===== config.mk =====
export PLATFORM = sky130hd
export DESIGN_NAME = crm_mode_tracker
export DESIGN_NICKNAME = d
export VERILOG_FILES = /design/src/rtl/crm_pkg.sv /design/src/rtl/crm_cr0_path.sv /design/src/rtl/crm_cr4_path.sv /design/src/rtl/crm_a20_gate.sv /design/src/rtl/crm_mode_tracker.sv
export SDC_FILE = /design/constraint.sdc
export NUM_CORES = 1
export LEC_CHECK = 0
export BUFFER_PORTS_ARGS = -buffer_cell sky130_fd_sc_hd__buf_2
export CAP_MARGIN = 10
export CORE_ASPECT_RATIO = 0.75
export CORE_MARGIN = 8
export CORE_UTILIZATION = 47
export CTS_BUF_LIST = sky130_fd_sc_hd__clkbuf_4 sky130_fd_sc_hd__clkbuf_8 sky130_fd_sc_hd__clkbuf_16
export DETAILED_ROUTE_END_ITERATION = 10
export GPL_ROUTABILITY_DRIVEN = 0
export PLACE_DENSITY = 0.86
export SYNTH_ARGS = -nofsm -noshare
export SYNTH_HDL_FRONTEND = slang
export SYNTH_HIERARCHICAL = 1
export SYNTH_SLANG_ARGS = --single-unit

===== constraint.sdc =====
create_clock -name clk -period 2.63 [get_ports clk]
set_input_delay 0.526 -clock clk [delete_from_list [all_inputs] [get_ports clk]]
set_output_delay 0.526 -clock clk [all_outputs]
set_load 0.02 [all_outputs]

===== src/rtl/crm_pkg.sv =====
package crm_pkg;
    localparam int CR_W    = 32;
    localparam int ADDR_W  = 32;
    localparam int A20_POS = 20;

    // CR0 bit positions decoded by this block
    localparam int B_PE = 0;
    localparam int B_MP = 1;
    localparam int B_EM = 2;
    localparam int B_TS = 3;
    localparam int B_ET = 4;
    localparam int B_WP = 16;
    localparam int B_PG = 31;

    // CR4 bit positions decoded by this block
    localparam int B_PSE    = 4;
    localparam int B_PAE    = 5;
    localparam int B_PGE    = 7;
    localparam int B_OSFXSR = 9;

    localparam logic [31:0] CR0_RESET = 32'h6000_0010;

    typedef enum logic {
        LM_LEGACY = 1'b0,
        LM_LONG   = 1'b1
    } lm_state_e;
endpackage


===== src/rtl/crm_cr0_path.sv =====
module crm_cr0_path
    import crm_pkg::*;
#(
    parameter int W = CR_W
) (
    input  logic         clk,
    input  logic         rst_n,
    input  logic         wr_en,
    input  logic [W-1:0] wr_data,
    input  logic         lme,
    input  logic         pae,
    input  logic         cs_load,
    input  logic         cs_long,
    output logic [W-1:0] cr0_q,
    output logic         lma,
    output logic         cs64,
    output logic         pe_f,
    output logic         addseg_f,
    output logic         mp_f,
    output logic         em_f,
    output logic         ts_f,
    output logic         flush_hit
);
    localparam logic [W-1:0] WATCH   = (W'(1) << B_PG) | (W'(1) << B_WP) | (W'(1) << B_PE);
    localparam logic [W-1:0] ET_SET  = W'(1) << B_ET;
    localparam logic [W-1:0] RST_VAL = W'(CR0_RESET);

    lm_state_e    state_q, state_d;
    logic         pg_rise, pg_fall, enter_req, reject, apply, leave;
    logic [W-1:0] new_val;

    always_comb begin
        new_val   = wr_data | ET_SET;
        pg_rise   = wr_en & ~cr0_q[B_PG] & wr_data[B_PG];
        pg_fall   = wr_en & cr0_q[B_PG] & ~wr_data[B_PG];
        enter_req = pg_rise & lme;
        reject    = enter_req & ~pae;
        apply     = wr_en & ~reject;
        leave     = 1'b0;
        state_d   = state_q;
        unique case (state_q)
            LM_LEGACY: if (enter_req && pae) state_d = LM_LONG;
            LM_LONG: begin
                if (pg_fall) begin
                    state_d = LM_LEGACY;
                    leave   = 1'b1;
                end
            end
        endcase
        flush_hit = apply & (|((new_val ^ cr0_q) & WATCH));
    end

    always_ff @(posedge clk) begin
        if (!rst_n) state_q <= LM_LEGACY;
        else        state_q <= state_d;
    end

    always_ff @(posedge clk) begin
        if (!rst_n) begin
            cr0_q    <= RST_VAL;
            pe_f     <= RST_VAL[B_PE];
            addseg_f <= ~RST_VAL[B_PE];
            mp_f     <= RST_VAL[B_MP];
            em_f     <= RST_VAL[B_EM];
            ts_f     <= RST_VAL[B_TS];
            cs64     <= 1'b0;
        end else begin
            if (apply) begin
                cr0_q    <= new_val;
                pe_f     <= wr_data[B_PE];
                addseg_f <= ~wr_data[B_PE];
                mp_f     <= wr_data[B_MP];
                em_f     <= wr_data[B_EM];
                ts_f     <= wr_data[B_TS];
            end
            if (leave)        cs64 <= 1'b0;
            else if (cs_load) cs64 <= cs_long & (state_q == LM_LONG);
        end
    end

    assign lma = (state_q == LM_LONG);


    et_forced_chk: assert property (@(posedge clk) disable iff (!rst_n) cr0_q[B_ET]);

    reject_hold_chk: assert property (@(posedge clk) disable iff (!rst_n)
        (wr_en && !cr0_q[B_PG] && wr_data[B_PG] && lme && !pae) |=> ($stable(cr0_q) && !lma));

    lma_needs_pg_chk: assert property (@(posedge clk) disable iff (!rst_n) lma |-> cr0_q[B_PG]);

    cs64_needs_lma_chk: assert property (@(posedge clk) disable iff (!rst_n) cs64 |-> lma);

    addseg_real_chk: assert property (@(posedge clk) disable iff (!rst_n) !pe_f |-> addseg_f);

    pe_mirror_chk: assert property (@(posedge clk) disable iff (!rst_n) pe_f == cr0_q[B_PE]);

    fpu_flags_chk: assert property (@(posedge clk) disable iff (!rst_n)
        {mp_f, em_f, ts_f} == {cr0_q[B_MP], cr0_q[B_EM], cr0_q[B_TS]});
endmodule


===== src/rtl/crm_cr4_path.sv =====
module crm_cr4_path
    import crm_pkg::*;
#(
    parameter int W = CR_W
) (
    input  logic         clk,
    input  logic         rst_n,
    input  logic         wr_en,
    input  logic [W-1:0] wr_data,
    input  logic         sse_ok,
    output logic [W-1:0] cr4_q,
    output logic         osfxsr_f,
    output logic         flush_hit
);
    localparam logic [W-1:0] WATCH = (W'(1) << B_PGE) | (W'(1) << B_PAE) | (W'(1) << B_PSE);
    localparam logic [W-1:0] OSX   = W'(1) << B_OSFXSR;

    logic [W-1:0] new_val;

    always_comb begin
        new_val   = sse_ok ? wr_data : (wr_data & ~OSX);
        flush_hit = wr_en & (|((new_val ^ cr4_q) & WATCH));
    end

    always_ff @(posedge clk) begin
        if (!rst_n) begin
            cr4_q    <= '0;
            osfxsr_f <= 1'b0;
        end else if (wr_en) begin
            cr4_q    <= new_val;
            osfxsr_f <= new_val[B_OSFXSR];
        end
    end


    no_sse_osfxsr_chk: assert property (@(posedge clk) disable iff (!rst_n)
        (wr_en && !sse_ok) |=> !cr4_q[B_OSFXSR]);

    osfxsr_mirror_chk: assert property (@(posedge clk) disable iff (!rst_n)
        osfxsr_f == cr4_q[B_OSFXSR]);
endmodule


===== src/rtl/crm_a20_gate.sv =====
module crm_a20_gate #(
    parameter int AW       = 32,
    parameter int GATE_BIT = 20
) (
    input  logic          clk,
    input  logic          rst_n,
    input  logic          gate_in,
    output logic [AW-1:0] mask_q,
    output logic          gate_q,
    output logic          flush_hit
);
    localparam logic [AW-1:0] GATE_ONE = AW'(1) << GATE_BIT;

    assign flush_hit = gate_in ^ gate_q;

    always_ff @(posedge clk) begin
        if (!rst_n) begin
            gate_q <= 1'b1;
            mask_q <= '1;
        end else if (flush_hit) begin
            gate_q <= gate_in;
            mask_q <= ~GATE_ONE | (gate_in ? GATE_ONE : '0);
        end
    end


    mask_fixed_bits_chk: assert property (@(posedge clk) disable iff (!rst_n)
        &(mask_q | GATE_ONE));

    mask_gate_chk: assert property (@(posedge clk) disable iff (!rst_n)
        mask_q[GATE_BIT] == gate_q);
endmodule


===== src/rtl/crm_mode_tracker.sv =====
module crm_mode_tracker
    import crm_pkg::*;
#(
    parameter int W        = CR_W,
    parameter int AW       = ADDR_W,
    parameter int GATE_BIT = A20_POS
) (
    input  logic          clk,
    input  logic          rst_n,
    input  logic          cr0_wr_en,
    input  logic [W-1:0]  cr0_wr_data,
    input  logic          cr4_wr_en,
    input  logic [W-1:0]  cr4_wr_data,
    input  logic          efer_wr_en,
    input  logic          efer_lme_in,
    input  logic          cs_load_en,
    input  logic          cs_long_in,
    input  logic          sse_present,
    input  logic          a20_gate,
    output logic [W-1:0]  cr0_o,
    output logic [W-1:0]  cr4_o,
    output logic          efer_lme_o,
    output logic          flag_pe,
    output logic          flag_addseg,
    output logic          flag_lma,
    output logic          flag_cs64,
    output logic          flag_mp,
    output logic          flag_em,
    output logic          flag_ts,
    output logic          flag_osfxsr,
    output logic [AW-1:0] a20_mask_o,
    output logic          tlb_flush_o
);
    logic cr0_hit, cr4_hit, a20_hit, gate_q;

    crm_cr0_path #(.W(W)) u_cr0 (
        .clk(clk), .rst_n(rst_n), .wr_en(cr0_wr_en), .wr_data(cr0_wr_data),
        .lme(efer_lme_o), .pae(cr4_o[B_PAE]), .cs_load(cs_load_en), .cs_long(cs_long_in),
        .cr0_q(cr0_o), .lma(flag_lma), .cs64(flag_cs64), .pe_f(flag_pe),
        .addseg_f(flag_addseg), .mp_f(flag_mp), .em_f(flag_em), .ts_f(flag_ts),
        .flush_hit(cr0_hit)
    );

    crm_cr4_path #(.W(W)) u_cr4 (
        .clk(clk), .rst_n(rst_n), .wr_en(cr4_wr_en), .wr_data(cr4_wr_data),
        .sse_ok(sse_present), .cr4_q(cr4_o), .osfxsr_f(flag_osfxsr), .flush_hit(cr4_hit)
    );

    crm_a20_gate #(.AW(AW), .GATE_BIT(GATE_BIT)) u_a20 (
        .clk(clk), .rst_n(rst_n), .gate_in(a20_gate), .mask_q(a20_mask_o),
        .gate_q(gate_q), .flush_hit(a20_hit)
    );

    always_ff @(posedge clk) begin
        if (!rst_n) begin
            efer_lme_o  <= 1'b0;
            tlb_flush_o <= 1'b0;
        end else begin
            if (efer_wr_en) efer_lme_o <= efer_lme_in;
            tlb_flush_o <= cr0_hit | cr4_hit | a20_hit;
        end
    end


    flush_cause_chk: assert property (@(posedge clk) disable iff (!rst_n)
        tlb_flush_o |-> $past(cr0_wr_en || cr4_wr_en || (a20_gate != gate_q)));

    lme_hold_chk: assert property (@(posedge clk) disable iff (!rst_n)
        !efer_wr_en |=> $stable(efer_lme_o));
endmodule


Word level (Yosys, flattened, before mapping) --
Index checks and enable logic that the tools add are counted.
Cells by class: bitwise operators 22, muxes and demuxes 7, reductions and logical operators 4
Operators with widths (number):
- $xor A32 B32 Y32 | 1
- $mux W21 | 1
- $and A1 B1 Y1 | 10
- $mux W10 | 1
- $xor A8 B8 Y8 | 1
- $not A1 Y1 | 7
- $reduce_or A3 Y1 | 2
- $mux W1 | 4
- $or A1 B1 Y1 | 2
- $pmux W1 S2 | 1
- $reduce_or A2 Y1 | 1
- $logic_and A1 B1 Y1 | 1
- $xor A1 B1 Y1 | 1
Storage, ports and cells: input port bits 74, flip-flop bits (word level) 75

Depth between registers and ports, before layout --
Gate-level depths: netlist of run 1.
depth after elaboration 10, depth in mapped cells 5

Hierarchy --
The synthesis of run 1 kept the hierarchy.
Modules (own cells, without submodules):
- crm_cr0_path | area an instance 1420.1 um2, cells an instance 165, instances 1
- crm_cr4_path | area an instance 1288.7 um2, cells an instance 109, instances 1
- crm_a20_gate | area an instance 279.0 um2, cells an instance 36, instances 1
- crm_mode_tracker | area an instance 65.1 um2, cells an instance 5, instances 1

Worst setup path after synthesis of run 1 --
OpenSTA, ideal clock, no wires.
path type register -> register, start register u_cr4.cr4_q[5], end register tlb_flush_o, cell stages (with the launch flop) 6, arrival time 1327 ps, period minus slack after synthesis 1446 ps, required time 2510 ps, buffers on the path 1, slack 1184 ps, cell sequence dfxtp_1 -> and4bb_4 -> nor2_4 -> buf_6 -> o31a_1 -> o31a_1
Between the ends: cells in the longest elaborated chain, start to end 7, elaborated cells between the ends (all ways) 10
Ends and longest elaborated chain:
- start: declaration | RTL line crm_cr4_path.sv:11 | output logic [W-1:0] cr4_q,
- start signal: assignment | RTL line crm_cr4_path.sv:30 | cr4_q <= new_val;
- $not A1 Y1 | RTL line crm_cr0_path.sv:37 | reject = enter_req & ~pae;
- $and A1 B1 Y1 | RTL line crm_cr0_path.sv:37
- $not A1 Y1 | RTL line crm_cr0_path.sv:38 | apply = wr_en & ~reject;
- $and A1 B1 Y1 | RTL line crm_cr0_path.sv:38
- $and A1 B1 Y1 | RTL line crm_cr0_path.sv:50 | flush_hit = apply & (|((new_val ^ cr0_q) & WATCH));
- net cr0_hit | RTL line crm_mode_tracker.sv:34 | logic cr0_hit, cr4_hit, a20_hit, gate_q;
- $or A1 B1 Y1 (2 in series) | RTL line crm_mode_tracker.sv:60 | tlb_flush_o <= cr0_hit | cr4_hit | a20_hit;
- end signal: assignment | RTL line crm_mode_tracker.sv:60
- end: declaration | RTL line crm_mode_tracker.sv:32 | output logic tlb_flush_o
The timed path passes the listed nets, and every way through them passes these cells. A chain may end at the register's enable or synchronous reset.

Final worst setup path of run 1 --
Same ends and word-level chain as after synthesis.

==> metrics.yaml, run 1 <==
layout:
  fillCellCount: 556
  layout_common_cells: "buf_2 (146), dfxtp_1 (69), mux2i_1 (42), nor2b_1 (33), conb_1 (32)"
  final_common_cell: "buf_2"
  drive_above_1_share: 0.370
  antennaDiodeCount: 0
  nets: 522
  syn_to_final_growth_pct: 24.3
  fin_area_um2: 3790
global_route:
  grt_max_degree: 35
  antenna_found_initial: 0
  grt_pass1_vias: 2499
  gr-usage-all-layers: 0.162
  grt_pass1_wl_mm: 12.1
  grt_overflow_total: 0
floorplanning:
  rows: 25
  start_util: 0.486
  die-area_um2: 9360
  ios: 180
  die_y_um: 85.8
  core_um2: 6290
  die_w_um: 109
timing:
  fin_crit_sh: 0.610
  final.setup_skew_ps: 4.93
  relSlewSlack: 0.382
  min_period_ps: 1600
  finalMaxSlewViolations: 0
  setup_viol: 0
  tns_ps: 0
  rsz0062_at_grt: "false"
  tightestPinTransition_ps: 927
  hold_violations: 0
  fmax_ghz: 0.623
hold_path:
  holdPathStages: 2
  hp-class: "in2reg"
  min_from: "a20_gate"
  hold_end: "u_a20/gate_q"
clock_network:
  tritoncts: "built"
  clkLatencyLatePin_ps: 320
  cts_sinks: 69
  cts_root_buf: "clkbuf_8"
  postCtsSetupRepairBufs: 0
  cts_resized: 0
  h-tree-depth: 3
  ctsHoldBuffers: 0
  clk_pin_slew_ps: 70
  numCtsBuffers: 9
  cts_buffer_depth: 2
placement:
  portBuffers: 146
  dpl_cell_area_um2: 3590
  place_hpwl_mm: 6.06
run:
  maxCapViolCount: 0
route:
  finalWirelength_mm: 7.81
  ant_nets: 0
  drt_pre_antenna_iters: 4
  drt-initial-drc-count: 91
  drc_errors: 0
  via_per_inst: 4.73
  vias: 2519
  wl_per_cell_um: 14.7
synth:
  synth_cells: 315
  synthFlopType: "dfxtp_1"
  ys_types: 25
  synth_area_um2: 3050
  synth_edf_count: 0
  ys_seq_area_frac: 0.452
  yosys_register_bits: 69
  yosysWarnings: 6
  syn_avg_cell_area_um2: 9.69
  async_reset_ff_frac: 0
critical_path:
  worstPathArrival_ps: 1820
  critical_path_class: "reg2reg"
  r2r-start: "u_cr4/cr4_q[5]"
  cp_slowest_cell: "and4bb_4"
  worstPathMaxFanout: 21
  r2r_setup_slack_ps: 1030
  cp_common_cell: "o31a_1"
  cp.buffers_inverters: 0
  cp-start-kind: "register"
  worstPathRequired_ps: 2840
  end_kind: "register"
  reg2reg_to: "tlb_flush_o"
  cp.depth: 4
  crit_chain: "and4bb_4, nor2_4, o31a_1, o31a_1"
  cpPeakStageDelay_ps: 560
  path_delay_family: "simple AND/OR/NAND/NOR gates"
  reg2regPathDepth: 4
power:
  powerDensity_nw_per_um2: 643
  peakVddDrop_mv: 0.285
  p_leak_uw: 0.00195
run_status:
  status: "finished clean"
[cells by family after synthesis]
family	after synthesis	share of synthesized area
AO/OA/AOI/OAI	46	0.0811
XOR/XNOR	7	0.0201
buffers and inverters	61	0.146
flip-flops	69	0.452
multiplexers	42	0.138
other	2	0.00246
AND/OR/NAND/NOR	88	0.160
[synthesized netlist by cell type, types with 3 or more instances]
library cell   n  area [um2]
dfxtp_1       69        1380
mux2i_1       42         420
buf_4         40         300
nor2b_1       33         206
nand3_1       24         120
nand2_1       22        82.6
o21ai_1       21         105
a21oi_1       20         100
clkbuf_1       8        30.0
xor2_1         7        61.3
o31a_1         4        35.0
buf_12         3        60.1
buf_2          3        15.0
nand2b_1       3        18.8
[worst reg2reg max path, stage by stage, from the launching register on]
cell and delay, ps:
dfxtp_1 360, and4bb_4 560, nor2_4 170, o31a_1 140, o31a_1 270
[report_power, final]
group          switching (uW)  total (uW)  internal (uW)  leakage, uW
Combinational             264         423            159      0.00127
Sequential               33.7        1140           1110     0.000569
Clock                     357         874            517     0.000105
[per-layer routing]
layer  global-route usage  vias to the layer above  wire length, um
met4               0.0669                        0              128
met3               0.0562                       13              692
met5                    0                        -                0
li1                     -                     1247                -
met2                0.277                       93             3960
met1                0.177                     1166             3030
[worst max path at each step]
stage | start | endpoint | slack (ps)
after global placement | cr0_wr_data[31] | tlb_flush_o | 840
after CTS | u_cr4/cr4_q[5] | tlb_flush_o | 1020
after global routing | u_cr4/cr4_q[5] | tlb_flush_o | 940
after floorplan | u_cr4/cr4_q[5] | tlb_flush_o | 1180
final | u_cr4/cr4_q[5] | tlb_flush_o | 1030
after detailed placement | cr0_wr_data[31] | tlb_flush_o | 810
[sequential cells by signal, summed over array words and instances (netlist names)]
name,cells
u_cr0/cr0_q,31
u_cr0/lma,1
u_cr0/addseg_f,1
u_a20/gate_q,1
u_cr0/cs64,1
tlb_flush_o,1
u_cr4/cr4_q,32
efer_lme_o,1
[through the flow]
step / cells / worst slack (ps) / hold slack (ps) / power (uW) / utilization
global route: 532 / 944 / 393 / 2560 / 0.604
floorplan: 345 / 1180 / 533 / 1490 / -
finish: 532 / 1030 / 411 / 2440 / 0.604
CTS: 532 / 1020 / 388 / 2470 / 0.604
global placement: 518 / 840 / 439 / 1580 / 0.571
detailed placement: 518 / 813 / 446 / 1590 / 0.571
[cell type report]
cell class / instances / area (um2) / area share
Clock buffer: 13 / 173 / 0.0455
Clock inverter: 1 / 30.0 / 0.00791
Multi-Input combinational cell: 215 / 1340 / 0.352
Sequential cell: 69 / 1380 / 0.364
Tap cell: 81 / 101 / 0.0267
Inverter: 3 / 11.3 / 0.00297
Timing Repair Buffer: 150 / 761 / 0.200
(Power assumes the default switching activity.)
==> inputs of run 2 (changes only) <==
- CORE_UTILIZATION: 47 -> 39
- PLACE_DENSITY: 0.86 -> 0.76
- clock period: 2.63 -> 1.35 ns (I/O delays scaled with it)
==> run 2 against run 1 <==
Worst hold slack worse by 260 ps; setup slack worse by 950 ps; highest routed layer unchanged; flip-flop and latch count stayed put; wire length increased by 1.1%; final cell count grew 5.6%; clock-buffer cell count fell by 1; combinational power increased by 100%; sequential share of layout area decreased by 0.67 points; power is 86% higher.
==> metrics.yaml, run 2 (same netlist as run 1, synthesis figures left out) <==
clock_network:
  tritoncts: "built"  # unchanged
  cts_sinks: 69  # unchanged
  cts_root_buf: "clkbuf_8"  # unchanged
  h-tree-depth: 3  # unchanged
  ctsHoldBuffers: 0  # unchanged
  cts_buffer_depth: 2  # unchanged
  postCtsSetupRepairBufs: 0  # unchanged
  clk_pin_slew_ps: 70  # about the same
  clkLatencyLatePin_ps: 330  # was 320 ps
  numCtsBuffers: 9  # unchanged
timing:
  min_period_ps: 1270  # was 1600 ps
  timing.hold.ws_ps: 151  # was 411 ps
  final.setup_skew_ps: 2.69  # was 4.93 ps
  rsz0062_at_grt: "false"  # unchanged
  fin_ws_ps: 76.4  # was 1030 ps
  finalMaxSlewViolations: 0  # unchanged
  fin_crit_sh: 0.943  # was 0.610
  setup_viol: 0  # unchanged
  fmax_ghz: 0.785  # was 0.623 GHz
  hold_violations: 0  # unchanged
floorplanning:
  die_w_um: 118  # was 109 um
  core_um2: 7740  # was 6290 um2
  rows: 28  # was 25
  die-area_um2: 10900  # was 9360 um2
  die_y_um: 92.6  # was 85.8 um
  ios: 180  # unchanged
  start_util: 0.394  # was 0.486
power:
  powerDensity_nw_per_um2: 1170  # was 643 nW/um2
  swShare: 0.283  # was 0.269
  intPower_uw: 3250  # was 1780 uW
  peakVddDrop_mv: 0.556  # was 0.285 mV
  power_switching_uw: 1280  # was 655 uW
  pwr-share-comb: 0.187  # was 0.174
  p_leak_uw: 0.00198  # was 0.00195 uW
  power_frac_seq: 0.491  # was 0.468
  pwr-share-clk: 0.322  # was 0.358
route:
  drt_pre_antenna_iters: 4  # unchanged
  finalWirelength_mm: 7.90  # was 7.81 mm
  ant_nets: 0  # unchanged
  drt-initial-drc-count: 112  # was 91
  wl_met3_um: 786  # was 692 um
  vias: 2478  # was 2,519
  drc_errors: 0  # unchanged
  via_per_inst: 4.41  # was 4.73
  wl_met2_mm: 3.80  # was 3.96 mm
  wl_per_cell_um: 14.0  # was 14.7 um
  met1_length_mm: 3.21  # was 3.03 mm
  dr.max_layer_used: "met4"  # unchanged
layout:
  layout_common_cells: "buf_2 (146), dfxtp_1 (66), mux2i_1 (42), nor2b_1 (33), conb_1 (32)"  # was buf_2 (146), dfxtp_1 (69), mux2i_1 (42), nor2b_1 (33), conb_1 (32)
  final_cells: 562  # was 532
  top_register: "u_cr4/cr4_q"  # unchanged
  antennaDiodeCount: 0  # unchanged
  fin_area_um2: 3880  # was 3790 um2
  drive_above_1_share: 0.385  # was 0.370
  nets: 528  # was 522
  largest_register_ffs: 32  # unchanged
  final_common_cell: "buf_2"  # unchanged
  reg_top3: "u_cr4/cr4_q: 32 flops, u_cr0/cr0_q: 31 flops"  # unchanged
  syn_to_final_growth_pct: 27.2  # was 24.3%
critical_path:
  cp_common_cell: "o31a_1"  # unchanged
  cpPeakStageDelay_ps: 370  # was 560 ps
  worstPathMaxFanout: 7  # was 21
  worstPathArrival_ps: 1490  # was 1820 ps
  worstPathRequired_ps: 1570  # was 2840 ps
  crit_chain: "and4bb_4, nor2_4, o31a_1, o31a_1"  # unchanged
  end_kind: "register"  # unchanged
  critical_path_class: "reg2reg"  # unchanged
  path_delay_family: "simple AND/OR/NAND/NOR gates"  # unchanged
  cp-start-kind: "register"  # unchanged
  cp_slowest_cell: "dfxtp_4"  # was and4bb_4
  cp.buffers_inverters: 0  # unchanged
global_route:
  grt_overflow_total: 0  # unchanged
  antenna_found_initial: 0  # unchanged
  grt_pass1_wl_mm: 12.7  # was 12.1 mm
  gr-usage-all-layers: 0.142  # was 0.162
  grt_pass1_vias: 2589  # was 2,499
  grt_max_degree: 50  # was 35
placement:
  place_ws_ps: 60.9  # was 813 ps
  dpl_cell_area_um2: 3710  # was 3590 um2
  portBuffers: 146  # unchanged
  place_inst: 548  # was 518
  place_hpwl_mm: 6.15  # was 6.06 mm
run:
  maxCapViolCount: 0  # unchanged
run_status:
  status: "finished clean"  # unchanged
hold_path:
  hp-class: "in2reg"  # unchanged
-- run 2: cell types whose count changed in the layout (fill, tap and decap cells not counted) --
cell       change
dfxtp_2        +2
buf_6          +1
clkinv_2       +2
clkbuf_8       -1
dfxtp_4        +1
buf_4          +2
bufinv_16      -1
buf_12         +3
dfxtp_1        -3
-- run 2: path summary, 6_finish.rpt --
path                   startpoint        endpoint  slack (ps)  cells after the start
setup / recovery  u_cr0/cr0_q[31]     tlb_flush_o          80                      4
hold / removal           a20_gate    u_a20/gate_q         150                      2
setup reg to reg  u_cr0/cr0_q[31]     tlb_flush_o          80                      4
hold reg to reg    u_cr0/cr0_q[7]  u_cr0/cr0_q[7]         460                      2
-- run 2: power groups by stage --
stage          clock network [uW]  logic (uW)  registers [uW]
2_1_floorplan                   0         484            2420
3_3_place_gp                    0         838            2260
3_5_place_dp                    0         855            2270
4_1_cts                      1530         855            2220
5_1_grt                      1630         924            2240
6_report                     1460         849            2220
-- run 2: through the flow --
stage | total power (uW) | util | setup TNS (ps)
detailed placement | 3120 | 0.479 | 0
CTS | 4610 | 0.501 | 0
global route | 4800 | 0.502 | 0
global placement | 3100 | 0.479 | 0
finish | 4530 | 0.502 | 0
floorplan | 2900 | - | -37.0
-- run 2: worst register-to-register path, cell delays in order (launching register included) --
cell      delay [ps]
dfxtp_4          370
and4bb_4         360
nor2_4            60
o31a_1           100
o31a_1           280
-- run 2: final cells by class --
class | count | area (um2)
repair buffers | 156 | 847
inverters | 3 | 11.3
clock inverters | 2 | 10.0
multi-input cells | 215 | 1340
flip-flops and latches | 69 | 1390
well taps | 105 | 131
fillers | 772 | 3860
clock buffers | 12 | 159
-- run 2: metal layers --
metal	GRT usage	up-vias
met5	0	-
met4	0.0414	0
met3	0.0736	9
met2	0.241	105
met1	0.153	1100
li1	-	1264
-- run 2: timing repair --
item	in CTS	in global routing
hold endpoints to repair	0	0
gates resized for setup	0	1
endpoints found under the setup margin	0	4
==> inputs of run 3 (changes only) <==
- CORE_UTILIZATION: 39 -> 47
- PLACE_DENSITY: 0.76 -> 0.86
- SLEW_MARGIN: unset -> 20
- clock period: 1.35 -> 1.5 ns (I/O delays scaled with it)
==> run 3 against run 2 <==
Flip-flop and latch count unchanged; final cell count down 3.7%; via count up 4.0%; clock-buffer cell count down 1; critical path depth unchanged; worst hold slack better by 34 ps; wire length up 2.3%; critical path type unchanged; critical endpoint is now u_cr0/cr0_q[9].
==> metrics.yaml, run 3 (same netlist as run 1, synthesis figures left out) <==
layout:
  largest_register_ffs: 32  # unchanged
  final_common_cell: "buf_2"  # unchanged
  layout_common_cells: "buf_2 (146), dfxtp_1 (69), mux2i_1 (42), nor2b_1 (33), conb_1 (32)"  # was buf_2 (146), dfxtp_1 (66), mux2i_1 (42), nor2b_1 (33), conb_1 (32)
  reg_top3: "u_cr4/cr4_q: 32 flops, u_cr0/cr0_q: 31 flops"  # unchanged
  nets: 529  # was 528
  drive_above_1_share: 0.383  # was 0.385
  syn_to_final_growth_pct: 27.5  # was 27.2%
  top_register: "u_cr4/cr4_q"  # unchanged
  fin_area_um2: 3890  # was 3880 um2
  antennaDiodeCount: 0  # unchanged
  fillCellCount: 560  # was 772
critical_path:
  critical_path_class: "reg2reg"  # unchanged
  worstPathArrival_ps: 1660  # was 1490 ps
  cp-start-kind: "register"  # unchanged
  worstPathMaxFanout: 10  # was 7
  end_kind: "register"  # unchanged
  worstPathRequired_ps: 1760  # was 1570 ps
global_route:
  grt_pass1_wl_mm: 12.6  # was 12.7 mm
  grt_overflow_total: 0  # unchanged
  grt_pass1_vias: 2594  # was 2,589
  antenna_found_initial: 0  # unchanged
  gr-usage-all-layers: 0.166  # was 0.142
  grt_max_degree: 27  # was 50
placement:
  dpl_cell_area_um2: 3660  # was 3710 um2
  portBuffers: 146  # unchanged
  place_ws_ps: 130  # was 60.9 ps
  place_hpwl_mm: 6.34  # was 6.15 mm
timing:
  fmax_ghz: 0.712  # was 0.785 GHz
  hold_violations: 0  # unchanged
  tns_ps: 0  # unchanged
  final.setup_skew_ps: 6.06  # was 2.69 ps
  timing.hold.ws_ps: 186  # was 151 ps
  fin_crit_sh: 0.936  # was 0.943
  finalMaxSlewViolations: 0  # unchanged
  fin_ws_ps: 96.3  # was 76.4 ps
  rsz0062_at_grt: "false"  # unchanged
  setup_viol: 0  # unchanged
  min_period_ps: 1400  # was 1270 ps
clock_network:
  cts_resized: 0  # unchanged
  tritoncts: "built"  # unchanged
  ctsHoldBuffers: 0  # unchanged
  postCtsSetupRepairBufs: 0  # unchanged
  cts_sinks: 69  # unchanged
  clk_pin_slew_ps: 80  # was 70 ps
  clkLatencyLatePin_ps: 330  # about the same
  cts_root_buf: "clkbuf_8"  # unchanged
  h-tree-depth: 3  # unchanged
  numCtsBuffers: 9  # unchanged
  cts_buffer_depth: 2  # unchanged
route:
  via_per_inst: 4.77  # was 4.41
  wl_met2_mm: 4.00  # was 3.80 mm
  drt-initial-drc-count: 146  # was 112
  finalWirelength_mm: 8.08  # was 7.90 mm
  dr.max_layer_used: "met4"  # unchanged
  drc_errors: 0  # unchanged
  drt_pre_antenna_iters: 4  # unchanged
  wl_met3_um: 757  # was 786 um
  wl_per_cell_um: 14.9  # was 14.0 um
  ant_nets: 0  # unchanged
  met1_length_mm: 3.08  # was 3.21 mm
  vias: 2578  # was 2,478
power:
  peakVddDrop_mv: 0.622  # was 0.556 mV
  fin_total_pwr_uw: 4480  # was 4530 uW
  powerDensity_nw_per_um2: 1150  # was 1170 nW/um2
  p_leak_uw: 0.00200  # was 0.00198 uW
floorplanning:
  die-area_um2: 9360  # was 10,900 um2
  ios: 180  # unchanged
  rows: 25  # was 28
  core_um2: 6290  # was 7740 um2
  die_w_um: 109  # was 118 um
  start_util: 0.486  # was 0.394
  die_y_um: 85.8  # was 92.6 um
hold_path:
  hp-class: "in2reg"  # unchanged
run:
  maxCapViolCount: 0  # unchanged
run_status:
  status: "finished clean"  # unchanged
run 3: cell type report:
type                       instances  area (um2)  share of cell area
clock buffer                      11         151              0.0389
multi-input combinational        215        1340               0.344
tap                               81         101              0.0260
sequential                        69        1380               0.355
inverter                           3        11.3             0.00289
clock inverter                     5        82.6              0.0212
timing repair buffer             157         826               0.212
run 3: final timing paths:
check | cells after the start | end | startpoint | slack [ps]
setup / recovery | 4 | u_cr0/cr0_q[9] | u_cr0/cr0_q[31] | 100
hold / removal | 2 | u_a20/gate_q | a20_gate | 190
setup reg to reg | 4 | u_cr0/cr0_q[9] | u_cr0/cr0_q[31] | 100
hold reg to reg | 2 | u_cr0/cr0_q[8] | u_cr0/cr0_q[8] | 460
run 3: worst max-delay path, stage by stage, from the launching register on:
cell	delay, ps
dfxtp_1	450
and4bb_4	290
nor2_4	130
buf_4	230
mux2i_1	220
run 3: where the power goes:
group          internal, uW  total [uW]  switching (uW)
combinational           293         764             471
clock                  1030        1720             685
sequential             1940        2000            59.3
run 3: through the flow:
step | std cells | utilization
final | 541 | 0.619
after global routing | 541 | 0.619
after CTS | 541 | 0.619
after detailed placement | 525 | 0.582
after global placement | 525 | 0.582
after floorplan | 345 | -
run 3: routing by layer:
metal | global-route usage | vias up
li1 | - | 1265
met1 | 0.183 | 1180
met2 | 0.280 | 114
met3 | 0.0562 | 19
met4 | 0.0818 | 0
met5 | 0 | -
